--- src/rtl/mesi_pkg.sv ---
package mesi_pkg;

    typedef enum logic [1:0] {
        ST_I = 2'd0,
        ST_S = 2'd1,
        ST_E = 2'd2,
        ST_M = 2'd3
    } line_state_t;

    typedef enum logic [1:0] {
        BC_RD  = 2'd0,
        BC_RDX = 2'd1,
        BC_UPG = 2'd2,
        BC_WB  = 2'd3
    } bus_cmd_t;

    typedef enum logic {
        FS_IDLE = 1'b0,
        FS_BUS  = 1'b1
    } fsm_state_t;

    // State a held line takes after a peer transaction is observed.
    function automatic line_state_t snoop_next(line_state_t cur, bus_cmd_t cmd);
        case (cmd)
            BC_RD:          return (cur == ST_I) ? ST_I : ST_S;
            BC_RDX, BC_UPG: return ST_I;
            default:        return cur;
        endcase
    endfunction

    // State installed when one of this cache's own transactions completes.
    function automatic line_state_t fill_result(bus_cmd_t cmd, logic shared);
        case (cmd)
            BC_RD:          return shared ? ST_S : ST_E;
            BC_RDX, BC_UPG: return ST_M;
            default:        return ST_I;
        endcase
    endfunction

endpackage

--- src/rtl/mesi_line_store.sv ---
module mesi_line_store
    import mesi_pkg::*;
#(
    parameter int LINES  = 4,
    parameter int TAG_W  = 6,
    parameter int DATA_W = 16,
    localparam int IDX_W = $clog2(LINES)
) (
    input  logic                          clk,
    input  logic                          rst,
    input  logic                          fill_we,
    input  logic [IDX_W-1:0]              fill_idx,
    input  line_state_t                   fill_state,
    input  logic [TAG_W-1:0]              fill_tag,
    input  logic [DATA_W-1:0]             fill_data,
    input  logic                          snp_we,
    input  logic [IDX_W-1:0]              snp_idx,
    input  line_state_t                   snp_state,
    input  logic [IDX_W-1:0]              a_idx,
    output line_state_t                   a_state,
    output logic [TAG_W-1:0]              a_tag,
    output logic [DATA_W-1:0]             a_data,
    input  logic [IDX_W-1:0]              b_idx,
    output line_state_t                   b_state,
    output logic [TAG_W-1:0]              b_tag,
    output logic [DATA_W-1:0]             b_data,
    output line_state_t [LINES-1:0]       st_all
);

    logic [TAG_W-1:0]  tag_q  [LINES];
    logic [DATA_W-1:0] data_q [LINES];

    for (genvar g = 0; g < LINES; g++) begin : g_line
        line_state_t       st_r;
        logic [TAG_W-1:0]  tag_r;
        logic [DATA_W-1:0] data_r;

        always_ff @(posedge clk) begin
            if (rst) begin
                st_r   <= ST_I;
                tag_r  <= '0;
                data_r <= '0;
            end else if (fill_we && fill_idx == IDX_W'(g)) begin
                st_r   <= fill_state;
                tag_r  <= fill_tag;
                data_r <= fill_data;
            end else if (snp_we && snp_idx == IDX_W'(g)) begin
                st_r   <= snp_state;
            end
        end

        assign st_all[g] = st_r;
        assign tag_q[g]  = tag_r;
        assign data_q[g] = data_r;
    end

    assign a_state = st_all[a_idx];
    assign a_tag   = tag_q[a_idx];
    assign a_data  = data_q[a_idx];
    assign b_state = st_all[b_idx];
    assign b_tag   = tag_q[b_idx];
    assign b_data  = data_q[b_idx];

    // Own updates and peer updates never meet on one line in one cycle.
    AST_NO_DUAL_WRITE: assert property (@(posedge clk) disable iff (rst)
        fill_we |-> !(snp_we && snp_idx == fill_idx));

endmodule

--- src/rtl/mesi_snoop_resp.sv ---
module mesi_snoop_resp
    import mesi_pkg::*;
#(
    parameter int ADDR_W = 8,
    parameter int LINES  = 4,
    parameter int DATA_W = 16,
    localparam int IDX_W = $clog2(LINES),
    localparam int TAG_W = ADDR_W - IDX_W
) (
    input  logic                clk,
    input  logic                rst,
    input  logic                snp_valid,
    input  bus_cmd_t            snp_cmd,
    input  logic [ADDR_W-1:0]   snp_addr,
    output logic [IDX_W-1:0]    look_idx,
    input  line_state_t         look_state,
    input  logic [TAG_W-1:0]    look_tag,
    input  logic [DATA_W-1:0]   look_data,
    output logic                snp_shared,
    output logic                snp_dirty,
    output logic [DATA_W-1:0]   snp_data,
    output logic                upd_we,
    output line_state_t         upd_state
);

    logic held;

    assign look_idx   = snp_addr[IDX_W-1:0];
    assign held       = snp_valid && look_state != ST_I
                        && look_tag == snp_addr[ADDR_W-1:IDX_W];

    assign snp_shared = held && snp_cmd == BC_RD;
    assign snp_dirty  = held && look_state == ST_M
                        && (snp_cmd == BC_RD || snp_cmd == BC_RDX);
    assign snp_data   = snp_dirty ? look_data : '0;
    assign upd_we     = held && snp_cmd != BC_WB;
    assign upd_state  = snoop_next(look_state, snp_cmd);

    AST_WB_SILENT: assert property (@(posedge clk) disable iff (rst)
        (snp_valid && snp_cmd == BC_WB) |-> !snp_shared && !snp_dirty);

    AST_DIRTY_IMPLIES_HELD: assert property (@(posedge clk) disable iff (rst)
        snp_dirty |-> snp_valid && snp_cmd != BC_UPG);

endmodule

--- src/rtl/mesi_ctrl_fsm.sv ---
module mesi_ctrl_fsm
    import mesi_pkg::*;
#(
    parameter int ADDR_W = 8,
    parameter int LINES  = 4,
    parameter int DATA_W = 16,
    localparam int IDX_W = $clog2(LINES),
    localparam int TAG_W = ADDR_W - IDX_W
) (
    input  logic                clk,
    input  logic                rst,
    input  logic                cpu_req_valid,
    input  logic                cpu_req_write,
    input  logic [ADDR_W-1:0]   cpu_req_addr,
    input  logic [DATA_W-1:0]   cpu_req_wdata,
    output logic                cpu_ready,
    output logic                cpu_resp_valid,
    output logic [DATA_W-1:0]   cpu_resp_rdata,
    input  logic                snoop_busy,
    output logic                bus_req,
    output bus_cmd_t            bus_cmd,
    output logic [ADDR_W-1:0]   bus_addr,
    output logic [DATA_W-1:0]   bus_wdata,
    input  logic                bus_gnt,
    input  logic                bus_done,
    input  logic [DATA_W-1:0]   bus_rdata,
    input  logic                bus_shared_in,
    output logic [IDX_W-1:0]    lk_idx,
    input  line_state_t         lk_state,
    input  logic [TAG_W-1:0]    lk_tag,
    input  logic [DATA_W-1:0]   lk_data,
    output logic                fill_we,
    output logic [IDX_W-1:0]    fill_idx,
    output line_state_t         fill_state,
    output logic [TAG_W-1:0]    fill_tag,
    output logic [DATA_W-1:0]   fill_data
);

    fsm_state_t        fs_q;
    logic [ADDR_W-1:0] hold_addr;
    logic              hold_write;
    logic [DATA_W-1:0] hold_wdata;
    logic              resp_q;
    logic [DATA_W-1:0] rdata_q;

    logic [ADDR_W-1:0] cur_addr;
    logic [TAG_W-1:0]  cur_tag;
    logic              hit, victim_dirty, accept, local_ok, xfer;

    assign cur_addr     = (fs_q == FS_IDLE) ? cpu_req_addr : hold_addr;
    assign lk_idx       = cur_addr[IDX_W-1:0];
    assign cur_tag      = cur_addr[ADDR_W-1:IDX_W];
    assign hit          = lk_state != ST_I && lk_tag == cur_tag;
    assign victim_dirty = lk_state == ST_M && lk_tag != cur_tag;

    assign cpu_ready    = fs_q == FS_IDLE && !resp_q && !snoop_busy;
    assign accept       = cpu_ready && cpu_req_valid;
    assign local_ok     = accept && hit
                          && (!cpu_req_write || lk_state inside {ST_E, ST_M});

    // Command chosen from the live line state, so a snoop that lands
    // while the request waits for the bus is taken into account.
    always_comb begin
        if (victim_dirty)    bus_cmd = BC_WB;
        else if (hold_write) bus_cmd = (hit && lk_state == ST_S) ? BC_UPG : BC_RDX;
        else                 bus_cmd = BC_RD;
    end

    assign bus_req   = fs_q == FS_BUS;
    assign bus_addr  = victim_dirty ? {lk_tag, lk_idx} : hold_addr;
    assign bus_wdata = lk_data;
    assign xfer      = bus_req && bus_gnt && bus_done;

    always_comb begin
        fill_we    = 1'b0;
        fill_idx   = lk_idx;
        fill_state = ST_I;
        fill_tag   = cur_tag;
        fill_data  = lk_data;
        if (local_ok && cpu_req_write) begin
            fill_we    = 1'b1;
            fill_state = ST_M;
            fill_data  = cpu_req_wdata;
        end else if (xfer) begin
            fill_we = 1'b1;
            if (bus_cmd == BC_WB) begin
                fill_state = ST_I;
                fill_tag   = lk_tag;
            end else begin
                fill_state = fill_result(bus_cmd, bus_shared_in);
                fill_data  = hold_write ? hold_wdata : bus_rdata;
            end
        end
    end

    always_ff @(posedge clk) begin
        if (rst) begin
            fs_q       <= FS_IDLE;
            hold_addr  <= '0;
            hold_write <= 1'b0;
            hold_wdata <= '0;
            resp_q     <= 1'b0;
            rdata_q    <= '0;
        end else begin
            resp_q <= 1'b0;
            case (fs_q)
                FS_IDLE: begin
                    if (local_ok) begin
                        resp_q  <= 1'b1;
                        rdata_q <= cpu_req_write ? cpu_req_wdata : lk_data;
                    end else if (accept) begin
                        hold_addr  <= cpu_req_addr;
                        hold_write <= cpu_req_write;
                        hold_wdata <= cpu_req_wdata;
                        fs_q       <= FS_BUS;
                    end
                end
                FS_BUS: begin
                    if (xfer && bus_cmd != BC_WB) begin
                        resp_q  <= 1'b1;
                        rdata_q <= hold_write ? hold_wdata : bus_rdata;
                        fs_q    <= FS_IDLE;
                    end
                end
                default: fs_q <= FS_IDLE;
            endcase
        end
    end

    assign cpu_resp_valid = resp_q;
    assign cpu_resp_rdata = rdata_q;

    AST_RESP_PULSE: assert property (@(posedge clk) disable iff (rst)
        cpu_resp_valid |=> !cpu_resp_valid);

    AST_BUSY_NOT_READY: assert property (@(posedge clk) disable iff (rst)
        bus_req |-> !cpu_ready);

    AST_FILL_RESPONDS: assert property (@(posedge clk) disable iff (rst)
        (xfer && bus_cmd != BC_WB) |=> cpu_resp_valid);

    AST_WB_THEN_FILL: assert property (@(posedge clk) disable iff (rst)
        (xfer && bus_cmd == BC_WB) |=> bus_req && bus_cmd != BC_WB);

    AST_REQ_HELD: assert property (@(posedge clk) disable iff (rst)
        (bus_req && !xfer) |=> bus_req);

endmodule

--- src/rtl/mesi_snoop_ctrl.sv ---
module mesi_snoop_ctrl
    import mesi_pkg::*;
#(
    parameter int ADDR_W = 8,
    parameter int DATA_W = 16,
    parameter int LINES  = 4
) (
    input  logic               clk,
    input  logic               rst,
    input  logic               cpu_req_valid,
    input  logic               cpu_req_write,
    input  logic [ADDR_W-1:0]  cpu_req_addr,
    input  logic [DATA_W-1:0]  cpu_req_wdata,
    output logic               cpu_ready,
    output logic               cpu_resp_valid,
    output logic [DATA_W-1:0]  cpu_resp_rdata,
    output logic               bus_req,
    output logic [1:0]         bus_cmd,
    output logic [ADDR_W-1:0]  bus_addr,
    output logic [DATA_W-1:0]  bus_wdata,
    input  logic               bus_gnt,
    input  logic               bus_done,
    input  logic [DATA_W-1:0]  bus_rdata,
    input  logic               bus_shared_in,
    input  logic               snp_valid,
    input  logic [1:0]         snp_cmd,
    input  logic [ADDR_W-1:0]  snp_addr,
    output logic               snp_shared,
    output logic               snp_dirty,
    output logic [DATA_W-1:0]  snp_data
);

    localparam int IDX_W = $clog2(LINES);
    localparam int TAG_W = ADDR_W - IDX_W;

    bus_cmd_t                 cmd_e;
    bus_cmd_t                 snp_cmd_e;
    logic [IDX_W-1:0]         a_idx, b_idx, fill_idx;
    line_state_t              a_state, b_state, fill_state, upd_state;
    logic [TAG_W-1:0]         a_tag, b_tag, fill_tag;
    logic [DATA_W-1:0]        a_data, b_data, fill_data;
    logic                     fill_we, upd_we;
    line_state_t [LINES-1:0]  st_all;

    assign snp_cmd_e = bus_cmd_t'(snp_cmd);
    assign bus_cmd   = cmd_e;

    mesi_line_store #(.LINES(LINES), .TAG_W(TAG_W), .DATA_W(DATA_W)) u_store (
        .clk        (clk),
        .rst        (rst),
        .fill_we    (fill_we),
        .fill_idx   (fill_idx),
        .fill_state (fill_state),
        .fill_tag   (fill_tag),
        .fill_data  (fill_data),
        .snp_we     (upd_we),
        .snp_idx    (b_idx),
        .snp_state  (upd_state),
        .a_idx      (a_idx),
        .a_state    (a_state),
        .a_tag      (a_tag),
        .a_data     (a_data),
        .b_idx      (b_idx),
        .b_state    (b_state),
        .b_tag      (b_tag),
        .b_data     (b_data),
        .st_all     (st_all)
    );

    mesi_snoop_resp #(.ADDR_W(ADDR_W), .LINES(LINES), .DATA_W(DATA_W)) u_snoop (
        .clk        (clk),
        .rst        (rst),
        .snp_valid  (snp_valid),
        .snp_cmd    (snp_cmd_e),
        .snp_addr   (snp_addr),
        .look_idx   (b_idx),
        .look_state (b_state),
        .look_tag   (b_tag),
        .look_data  (b_data),
        .snp_shared (snp_shared),
        .snp_dirty  (snp_dirty),
        .snp_data   (snp_data),
        .upd_we     (upd_we),
        .upd_state  (upd_state)
    );

    mesi_ctrl_fsm #(.ADDR_W(ADDR_W), .LINES(LINES), .DATA_W(DATA_W)) u_fsm (
        .clk            (clk),
        .rst            (rst),
        .cpu_req_valid  (cpu_req_valid),
        .cpu_req_write  (cpu_req_write),
        .cpu_req_addr   (cpu_req_addr),
        .cpu_req_wdata  (cpu_req_wdata),
        .cpu_ready      (cpu_ready),
        .cpu_resp_valid (cpu_resp_valid),
        .cpu_resp_rdata (cpu_resp_rdata),
        .snoop_busy     (snp_valid),
        .bus_req        (bus_req),
        .bus_cmd        (cmd_e),
        .bus_addr       (bus_addr),
        .bus_wdata      (bus_wdata),
        .bus_gnt        (bus_gnt),
        .bus_done       (bus_done),
        .bus_rdata      (bus_rdata),
        .bus_shared_in  (bus_shared_in),
        .lk_idx         (a_idx),
        .lk_state       (a_state),
        .lk_tag         (a_tag),
        .lk_data        (a_data),
        .fill_we        (fill_we),
        .fill_idx       (fill_idx),
        .fill_state     (fill_state),
        .fill_tag       (fill_tag),
        .fill_data      (fill_data)
    );

    AST_SNOOP_READ_DOWNGRADES: assert property (@(posedge clk) disable iff (rst)
        (upd_we && snp_cmd_e == BC_RD) |=> st_all[$past(b_idx)] == ST_S);

    AST_SNOOP_KILL: assert property (@(posedge clk) disable iff (rst)
        (upd_we && snp_cmd_e != BC_RD) |=> st_all[$past(b_idx)] == ST_I);

    AST_DIRTY_LEAVES_M: assert property (@(posedge clk) disable iff (rst)
        snp_dirty |=> st_all[$past(b_idx)] != ST_M);

endmodule

--- config.mk ---
export PLATFORM = sky130hd
export DESIGN_NAME = mesi_snoop_ctrl
export DESIGN_NICKNAME = d
export VERILOG_FILES = /design/src/rtl/mesi_pkg.sv /design/src/rtl/mesi_line_store.sv /design/src/rtl/mesi_snoop_resp.sv /design/src/rtl/mesi_ctrl_fsm.sv /design/src/rtl/mesi_snoop_ctrl.sv
export SDC_FILE = /design/constraint.sdc
export NUM_CORES = 1
export LEC_CHECK = 0
export CORE_UTILIZATION = 65
export CTS_CLUSTER_SIZE = 12
export DETAILED_ROUTE_END_ITERATION = 16
export DONT_BUFFER_PORTS = 1
export PLACE_DENSITY = 0.81
export SLEW_MARGIN = 20
export SYNTH_ARGS = -nofsm -noshare
export SYNTH_HDL_FRONTEND = slang
export SYNTH_SLANG_ARGS = --single-unit
--- constraint.sdc ---
create_clock -name clk -period 7.4 [get_ports clk]
set_clock_uncertainty 0.1 [all_clocks]
set_input_delay 1.48 -clock clk [delete_from_list [all_inputs] [get_ports clk]]
set_output_delay 1.48 -clock clk [all_outputs]
set_load 0.02 [all_outputs]
==> flow_summary.toml, run 1 <==
[status]
status = "completed"

[synthesis]
yosysTopAreaCell = "dfxtp_1"
post_synth.cell_area_avg_um2 = 9.91
ys.flop_type = "dfxtp_1"
synth_area_leaders = "dfxtp_1 (34%), mux4_2 (11%), mux2i_1 (11%)"
yosysSeqAreaShare = 0.343
ys_seq_elements = 139
syn-cell-area_mm2 = 0.00811
synth_nets = 877
netlist_instances = 819
synth_top_area_share = 0.343
synthMostInstantiatedCell = "dfxtp_1"
async_reset_ff_frac = 0
netlist_top_cells_count = "dfxtp_1 (139), nor2_1 (133), mux2i_1 (88)"
synth_cell_types = 68
yosys_warnings = 0
synth_edf_count = 0

[critical_path]
end_kind = "primary output"
r2r_end = "u_store.g_line[2].tag_r[2]$_SDFFE_PP0P_"
cp-start-kind = "input pin"
worstSetupPathType = "in -> out"
crit_slowest_cell = "nor2b_1"
worstPathArrival_ps = 4150
path_cells = "mux4_2 -> xor2_1 -> nor4_1 -> nand4_1 -> nor2_1 -> nand3_1 -> nor2b_1"
cp_top_family = "simple AND/OR/NAND/NOR gates"
cp_slowest_stage_delay_ps = 570
rr_worst_depth = 10
r2r-start = "u_fsm.bus_req$_SDFF_PP0_"
critical_path_buf_inv_count = 0
worstPathRequired_ps = 5820
path_max_fanout = 28
rrSetupSlack_ps = 3170

[clock_tree]
clk_pin_slew_ps = 60
cts_htree_levels = 4
tritoncts = "done"
cts_root_buf = "clkbuf_16"
cts-resized-gates = 0
clock_latency_ps = 420
clock_path_buffers = 2
cts_made_buffers = 17
post_cts_buffers = 0
hold_buffers = 0
clock-sinks = 139

[global_route]
grt_pass1_vias = 6750
grt_pass1_wl_um = 36400
antenna_found_initial = 0
grtUsageTotal = 0.376
grt_overflow = 0
grt_max_degree = 144

[hold_path]
hp-start = "u_fsm.hold_wdata[0]$_SDFFE_PP0P_"
holdPathStages = 2
hold_path_class = "reg -> reg"
worstHoldEndpoint = "u_fsm.hold_wdata[0]$_SDFFE_PP0P_"

[place]
gp_congestion = 0.943
dp_hpwl_um = 16000
place_ws_ps = 1650
port_buffers = 0
numPlacedInstances = 925

[final_layout]
final_cells = 956
drive_above_1_share = 0.169
syn_to_final_growth_pct = 5.81
nNetsFinal = 834
nFillCells = 925
seq_area_mm2 = 0.00278
multi_input_area_mm2 = 0.00493
n_antenna_cell = 0

[power]
peakVddDrop_v = 0.000177
power_density_mw_per_mm2 = 210
p_leak_nw = 3.03

[floorplanning]
die_w_um = 114
die_area_mm2 = 0.0129
die_h_um = 114
row_count = 40
ioPinCount = 121
start_util = 0.670
core-area_mm2 = 0.0121

[routing]
drtAntennaViolNets = 0
firstDrtPassIters = 5
viasPerCell = 7.20
vias = 6880
drt-initial-drc-count = 679
routed_wl_um = 23900
drc = 0
wl_per_cell_um = 25.0

[sta]
worst_slack_ps = 1670
relSlewSlack = 0.258
min_period_ps = 5730
rsz0062_at_grt = "false"
setup-violations-final = 0
finalMaxSlewViolations = 0
holdWs_ps = 391
timing.fmax_mhz = 175
finalHoldViolCount = 0
min_period_over_period = 0.774
fin_setup_tns_ps = 0
worst_pin_slew_ps = 1100

[job]
drv_cap = 0
## how the worst max path moves through the flow
stage	from	endpoint	slack, ps	depth (start not counted)
floorplan	snp_addr[1]	snp_data[10]	2180	9
global placement	snp_addr[0]	snp_data[0]	1790	7
detailed placement	snp_addr[0]	snp_data[0]	1650	7
CTS	snp_addr[0]	snp_data[0]	1650	7
global route	snp_addr[0]	snp_data[10]	1470	7
finish	snp_addr[0]	snp_data[0]	1670	7
## where the power goes
| part | total (mW) | switching [mW] | leakage [nW] | internal, mW |
|---|---|---|---|---|
| clock network | 0.830 | 0.311 | 0.276 | 0.519 |
| logic | 0.193 | 0.114 | 1.63 | 0.0791 |
| registers | 0.778 | 0.0148 | 1.12 | 0.763 |
| total | 1.80 | 0.439 | 3.03 | 1.36 |
## worst register-to-register path, cell delays in order, from the launching register on
cell	delay, ps
dfxtp_2	590
nor3b_1	680
or2_1	280
a2111oi_4	110
xnor2_1	240
and4_1	210
buf_4	310
a41o_1	830
buf_4	440
nand2b_1	170
o22ai_1	210
## flip-flops by register name, summed over array words and instances, names as in the netlist
| signal | cells |
|---|---|
| u_fsm.cpu_resp_valid | 1 |
| u_fsm.hold_wdata | 16 |
| u_fsm.hold_write | 1 |
| u_store.g_line.data_r | 64 |
| u_fsm.cpu_resp_rdata | 16 |
| u_store.g_line.tag_r | 24 |
| u_fsm.bus_req | 1 |
| u_store.g_line.st_r | 8 |
| u_fsm.hold_addr | 8 |
## area by class of cell
| type | count | share of cell area |
|---|---|---|
| flip-flops and latches | 139 | 0.324 |
| multi-input cells | 604 | 0.574 |
| repair buffers | 10 | 0.00875 |
| well taps | 168 | 0.0245 |
| clock inverters | 7 | 0.0105 |
| clock buffers | 24 | 0.0561 |
| inverters | 4 | 0.00175 |
## cells by family (layout without fill, tap and decap cells)
logic type,after synthesis,in the layout,share of synthesized area
buffers and inverters,76,45,0.0535
DFF,139,139,0.343
AOI/OAI and AO/OA,184,184,0.190
and+or+nand+nor,258,258,0.147
xor gates and xnor gates,12,12,0.0139
muxes,150,150,0.252
## metal layers
layer | up-vias | global-route usage | part of all wire
met3 | 103 | 0.100 | 0.098
met1 | 3319 | 0.417 | 0.35
met4 | 0 | 0.255 | 0.060
met2 | 451 | 0.631 | 0.49
met5 | - | 0 | 0
li1 | 3007 | - | -
## stage by stage
step,area (µm²),total power [mW],utilization
6_report,8580,1.80,0.709
3_5_place_dp,8010,0.981,0.662
4_1_cts,8580,1.80,0.709
2_1_floorplan,8110,0.963,-
5_1_grt,8580,1.85,0.709
3_3_place_gp,8010,0.976,0.662
## placed cells by master (no fill, tap or decap), types with 9 or more instances in the layout
| cell type | netlist | final |
|---|---|---|
| buf_4 | 8 | 10 |
| dfxtp_1 | 139 | 138 |
| nand2_1 | 48 | 48 |
| mux4_2 | 41 | 41 |
| a211o_1 | 16 | 16 |
| clkbuf_16 | 0 | 17 |
| a21o_1 | 11 | 11 |
| mux2i_1 | 88 | 86 |
| a311oi_1 | 54 | 54 |
| o21ai_1 | 13 | 13 |
| nor2b_1 | 17 | 17 |
| o21ai_0 | 19 | 19 |
| nand2b_1 | 14 | 14 |
| mux2_2 | 18 | 18 |
| o22ai_1 | 9 | 9 |
| nor2_1 | 133 | 133 |
| a311oi_2 | 10 | 10 |
(Power assumes the default switching activity.)
==> run 2: changes to the inputs <==
--- a/config.mk
+++ b/config.mk
@@ -5,11 +5,11 @@
 export SDC_FILE = /design/constraint.sdc
 export NUM_CORES = 1
 export LEC_CHECK = 0
-export CORE_UTILIZATION = 65
+export CORE_UTILIZATION = 64
 export CTS_CLUSTER_SIZE = 12
 export DETAILED_ROUTE_END_ITERATION = 16
 export DONT_BUFFER_PORTS = 1
-export PLACE_DENSITY = 0.81
+export PLACE_DENSITY = 0.8
 export SLEW_MARGIN = 20
 export SYNTH_ARGS = -nofsm -noshare
 export SYNTH_HDL_FRONTEND = slang
==> constraint.sdc (replaced) <==
create_clock -name clk -period 5.7 [get_ports clk]
set_clock_uncertainty 0.1 [all_clocks]
set_input_delay 1.14 -clock clk [delete_from_list [all_inputs] [get_ports clk]]
set_output_delay 1.14 -clock clk [all_outputs]
set_load 0.02 [all_outputs]
==> run 2 against run 1 <==
Effect of this change:
- first-iteration DRC count grew 18%
- core utilization rose by 0.74 points
- sequential share of layout area down 0.47 points
- final area rose by 1.5%
- global-route usage is 1.2 points higher
- sequential power up 30%
- worst hold slack better by 11 ps
- largest power group unchanged
==> flow_summary.toml, run 2 (synthesis gave the netlist of run 1 again) <==
[final_layout]
largest_reg_flops = 64
top_register = "u_store.g_line.data_r"
final_util = 0.716
final_common_cell = "dfxtp_1"
most-common-layout-cells = "dfxtp_1 (138), nor2_1 (133), mux2i_1 (86), a311oi_1 (54), nand2_1 (48)"
reg.largest.list = "u_store.g_line.data_r: 64 flops, u_store.g_line.tag_r: 24 flops"
nFillCells = 896
nNetsFinal = 841
syn_to_final_growth_pct = 7.36
drive_above_1_share = 0.177

[floorplanning]
die_w_um = 115
row_count = 40
ioPinCount = 121
die_area_mm2 = 0.0131
start_util = 0.667
die_h_um = 115
core-area_mm2 = 0.0122

[routing]
drc = 0
wl_per_cell_um = 25.5
firstDrtPassIters = 5
drt-initial-drc-count = 800
drtAntennaViolNets = 0
viasPerCell = 7.22
vias = 6967
routed_wl_um = 24600

[global_route]
grt_max_degree = 144
grtUsageTotal = 0.388
grt_pass1_wl_um = 37800
grt_overflow = 0
grt_pass1_vias = 7047
antenna_found_initial = 1

[clock_tree]
clock-sinks = 139
clk_pin_slew_ps = 60
cts_root_buf = "clkbuf_16"
cts_htree_levels = 4
post_cts_buffers = 0
clock_path_buffers = 2
clock_latency_ps = 440
hold_buffers = 0
cts_made_buffers = 17
tritoncts = "done"
cts-resized-gates = 0

[power]
power_density_mw_per_mm2 = 281
fin_total_pwr_mw = 2.45
p_leak_nw = 3.09
peakVddDrop_v = 0.000275

[sta]
min_period_over_period = 0.866
fin_setup_tns_ps = 0
min_period_ps = 4940
setup-violations-final = 0
finalHoldViolCount = 0
worst_pin_slew_ps = 1110
holdWs_ps = 402
timing.fmax_mhz = 203
worst_slack_ps = 762
finalMaxSlewViolations = 0
rsz0062_at_grt = "false"
relSlewSlack = 0.257

[critical_path]
cp-start-kind = "input pin"
worstPathArrival_ps = 3700
end_kind = "primary output"
worstPathRequired_ps = 4460
path_max_fanout = 17
worstSetupPathType = "in -> out"

[place]
dp_hpwl_um = 16400
gp_congestion = 0.960
place_ws_ps = 726
port_buffers = 0

[hold_path]
hold_path_class = "reg -> reg"

[job]
drv_cap = 0

[status]
status = "completed"
## run 2: where the power goes
group | switching, mW | internal [mW]
clock | 0.438 | 0.742
sequential | 0.0163 | 0.990
combinational | 0.155 | 0.104
total | 0.610 | 1.84
## run 2: final cells by class
class	count	area, µm²	area share
Timing Repair Buffer	17	153	0.0175
Antenna cell	1	2.50	0.000287
Clock inverter	11	168	0.0193
Clock buffer	21	450	0.0517
Inverter	4	15.0	0.00172
Tap cell	168	210	0.0241
Sequential cell	139	2780	0.320
Multi-Input combinational cell	604	4930	0.566
## run 2: through the flow
step | std cells | cell area, µm²
6_report | 965 | 8710
2_1_floorplan | 819 | 8110
4_1_cts | 964 | 8710
3_5_place_dp | 932 | 8090
5_1_grt | 965 | 8710
3_3_place_gp | 932 | 8090
## run 2: worst max-delay path: stages
cell and delay [ps]:
nor3b_1 390, nor2_2 160, o2111ai_1 430, xnor2_1 210, nand4_2 280, o21ai_1 420, buf_4 320, nand2_1 80
o21ai_1 250
## run 2: worst paths after layout
path                            slack [ps]                             start                                   endpoint  cells past startpoint
worst max-delay path                   760                   cpu_req_addr[1]                                bus_addr[0]                      9
worst min-delay path                   400  u_fsm.hold_wdata[4]$_SDFFE_PP0P_           u_fsm.hold_wdata[4]$_SDFFE_PP0P_                      2
worst max register to register        1650          u_fsm.bus_req$_SDFF_PP0_  u_store.g_line[1].data_r[11]$_SDFFE_PP0P_                     10
worst min register to register         400  u_fsm.hold_wdata[4]$_SDFFE_PP0P_           u_fsm.hold_wdata[4]$_SDFFE_PP0P_                      2
## run 2: routing by layer
layer | share of wire | up-vias | global-route usage
li1 | - | 3020 | -
met1 | 0.36 | 3401 | 0.414
met2 | 0.49 | 443 | 0.631
met3 | 0.095 | 103 | 0.133
met4 | 0.060 | 0 | 0.304
met5 | 0 | - | 0
==> run 3: changes to the inputs <==
--- a/config.mk
+++ b/config.mk
@@ -9,8 +9,9 @@
 export CTS_CLUSTER_SIZE = 12
 export DETAILED_ROUTE_END_ITERATION = 16
 export DONT_BUFFER_PORTS = 1
-export PLACE_DENSITY = 0.8
+export PLACE_DENSITY = 0.92
 export SLEW_MARGIN = 20
 export SYNTH_ARGS = -nofsm -noshare
 export SYNTH_HDL_FRONTEND = slang
 export SYNTH_SLANG_ARGS = --single-unit
+export TNS_END_PERCENT = 20
==> run 3 against run 2 <==
Effect of this change:
- setup slack got worse by 410 ps
- critical path depth unchanged
- non-clock buffer count decreased by 1
- critical endpoint is now bus_addr[4]
==> flow_summary.toml, run 3 (synthesis gave the netlist of run 1 again) <==
[clock_tree]
clock_path_buffers = 2
tritoncts = "done"
cts_root_buf = "clkbuf_16"
cts_htree_levels = 4
post_cts_buffers = 0
clk_pin_slew_ps = 60
cts_made_buffers = 17
cts-resized-gates = 0
clock_latency_ps = 440
hold_buffers = 0
clock-sinks = 139

[critical_path]
end_kind = "primary output"
worstPathArrival_ps = 4110
worstPathRequired_ps = 4460
cpMostUsedCell = "o21ai_1"
cp_slowest_stage_delay_ps = 820
cp_top_family = "simple AND/OR/NAND/NOR gates"
cp-start-kind = "register"
rrSetupSlack_ps = 910
r2r_end = "u_store.g_line[0].data_r[11]$_SDFFE_PP0P_"
r2r-start = "u_fsm.bus_req$_SDFF_PP0_"
crit_slowest_cell = "nor3b_1"
critical_path_buf_inv_count = 1
path_max_fanout = 19
path_cells = "nor3b_1 -> o21bai_1 -> and4_4 -> xnor2_2 -> nand4_2 -> o21ai_1 -> buf_4 -> nand2_1 -> o21ai_1"
rr_worst_depth = 8
worstSetupPathType = "reg -> out"

[power]
p_leak_nw = 3.09
peakVddDrop_v = 0.000262
power_density_mw_per_mm2 = 282
fin_total_pwr_mw = 2.46

[final_layout]
final_common_cell = "dfxtp_1"
nFillCells = 793
most-common-layout-cells = "dfxtp_1 (138), nor2_1 (133), mux2i_1 (86), a311oi_1 (54), nand2_1 (48)"
seq_area_mm2 = 0.00278
syn_to_final_growth_pct = 7.48
top_register = "u_store.g_line.data_r"
final_util = 0.717
drive_above_1_share = 0.177
final_cells = 964
nNetsFinal = 840
largest_reg_flops = 64
reg.largest.list = "u_store.g_line.data_r: 64 flops, u_store.g_line.tag_r: 24 flops"
multi_input_area_mm2 = 0.00494

[floorplanning]
die_w_um = 115
core-area_mm2 = 0.0122
row_count = 40
start_util = 0.667
die_area_mm2 = 0.0131
ioPinCount = 121
die_h_um = 115

[sta]
finalHoldViolCount = 0
finalMaxSlewViolations = 0
min_period_ps = 5350
setup-violations-final = 0
relSlewSlack = 0.254
min_period_over_period = 0.939
rsz0062_at_grt = "false"
fin_setup_tns_ps = 0
worst_pin_slew_ps = 1120
timing.fmax_mhz = 187

[global_route]
grt_max_degree = 144
grt_overflow = 0
antenna_found_initial = 0
grt_pass1_wl_um = 38000
grt_pass1_vias = 7215
grtUsageTotal = 0.379

[routing]
routed_wl_um = 24400
wl_per_cell_um = 25.3
drt-initial-drc-count = 1270
viasPerCell = 7.49
vias = 7225
drc = 0
firstDrtPassIters = 8
drtAntennaViolNets = 0

[job]
drv_cap = 0

[hold_path]
holdPathStages = 2
worstHoldEndpoint = "u_fsm.hold_wdata[7]$_SDFFE_PP0P_"
hp-start = "u_fsm.hold_wdata[7]$_SDFFE_PP0P_"
hold_path_class = "reg -> reg"

[place]
port_buffers = 0
gp_congestion = 0.940
numPlacedInstances = 931
dp_hpwl_um = 15600

[status]
status = "completed"
-- run 3: how the worst max path moves through the flow --
stage | from | endpoint | slack [ps] | cells after the start
2_1_floorplan | snp_addr[1] | snp_data[10] | 1160 | 9
3_3_place_gp | cpu_req_addr[0] | bus_addr[1] | 780 | 9
3_5_place_dp | snp_addr[0] | snp_data[9] | 660 | 7
4_1_cts | u_fsm.bus_req$_SDFF_PP0_ | bus_addr[4] | 500 | 9
5_1_grt | u_fsm.bus_req$_SDFF_PP0_ | bus_addr[1] | 220 | 9
6_report | u_fsm.bus_req$_SDFF_PP0_ | bus_addr[4] | 350 | 9
-- run 3: through the flow --
stage | cell area (µm²) | hold slack (ps) | setup slack [ps]
floorplan | 8110 | 354 | 1160
global placement | 8090 | 367 | 778
detailed placement | 8090 | 379 | 656
CTS | 8720 | 393 | 504
global route | 8720 | 415 | 224
finish | 8720 | 397 | 351
-- run 3: per-layer routing --
layer	track usage	up-vias	share of wire
met2	0.594	610	0.48
met1	0.454	3466	0.36
li1	-	3016	-
met5	0	-	0
met3	0.103	133	0.12
met4	0.262	0	0.052
-- run 3: report_power, final --
part           switching [mW]  internal [mW]
combinational           0.150          0.104
clock                   0.435          0.754
sequential             0.0227          0.990
total                   0.608           1.85
-- run 3: cell type report --
type | instances | share of cell area
antenna | 1 | 0.000287
clock buffer | 21 | 0.0528
clock inverter | 11 | 0.0191
inverter | 4 | 0.00172
multi-input combinational | 604 | 0.566
sequential | 139 | 0.319
tap | 168 | 0.0241
timing repair buffer | 16 | 0.0166
-- run 3: worst register-to-register path, delay by kind of cell (launching register included) --
| family | cells | cell delay, ps |
|---|---|---|
| AND/OR/NAND/NOR | 5 | 3080 |
| XOR/XNOR | 1 | 180 |
| AO/OA/AOI/OAI | 2 | 640 |
| flip-flops | 1 | 680 |
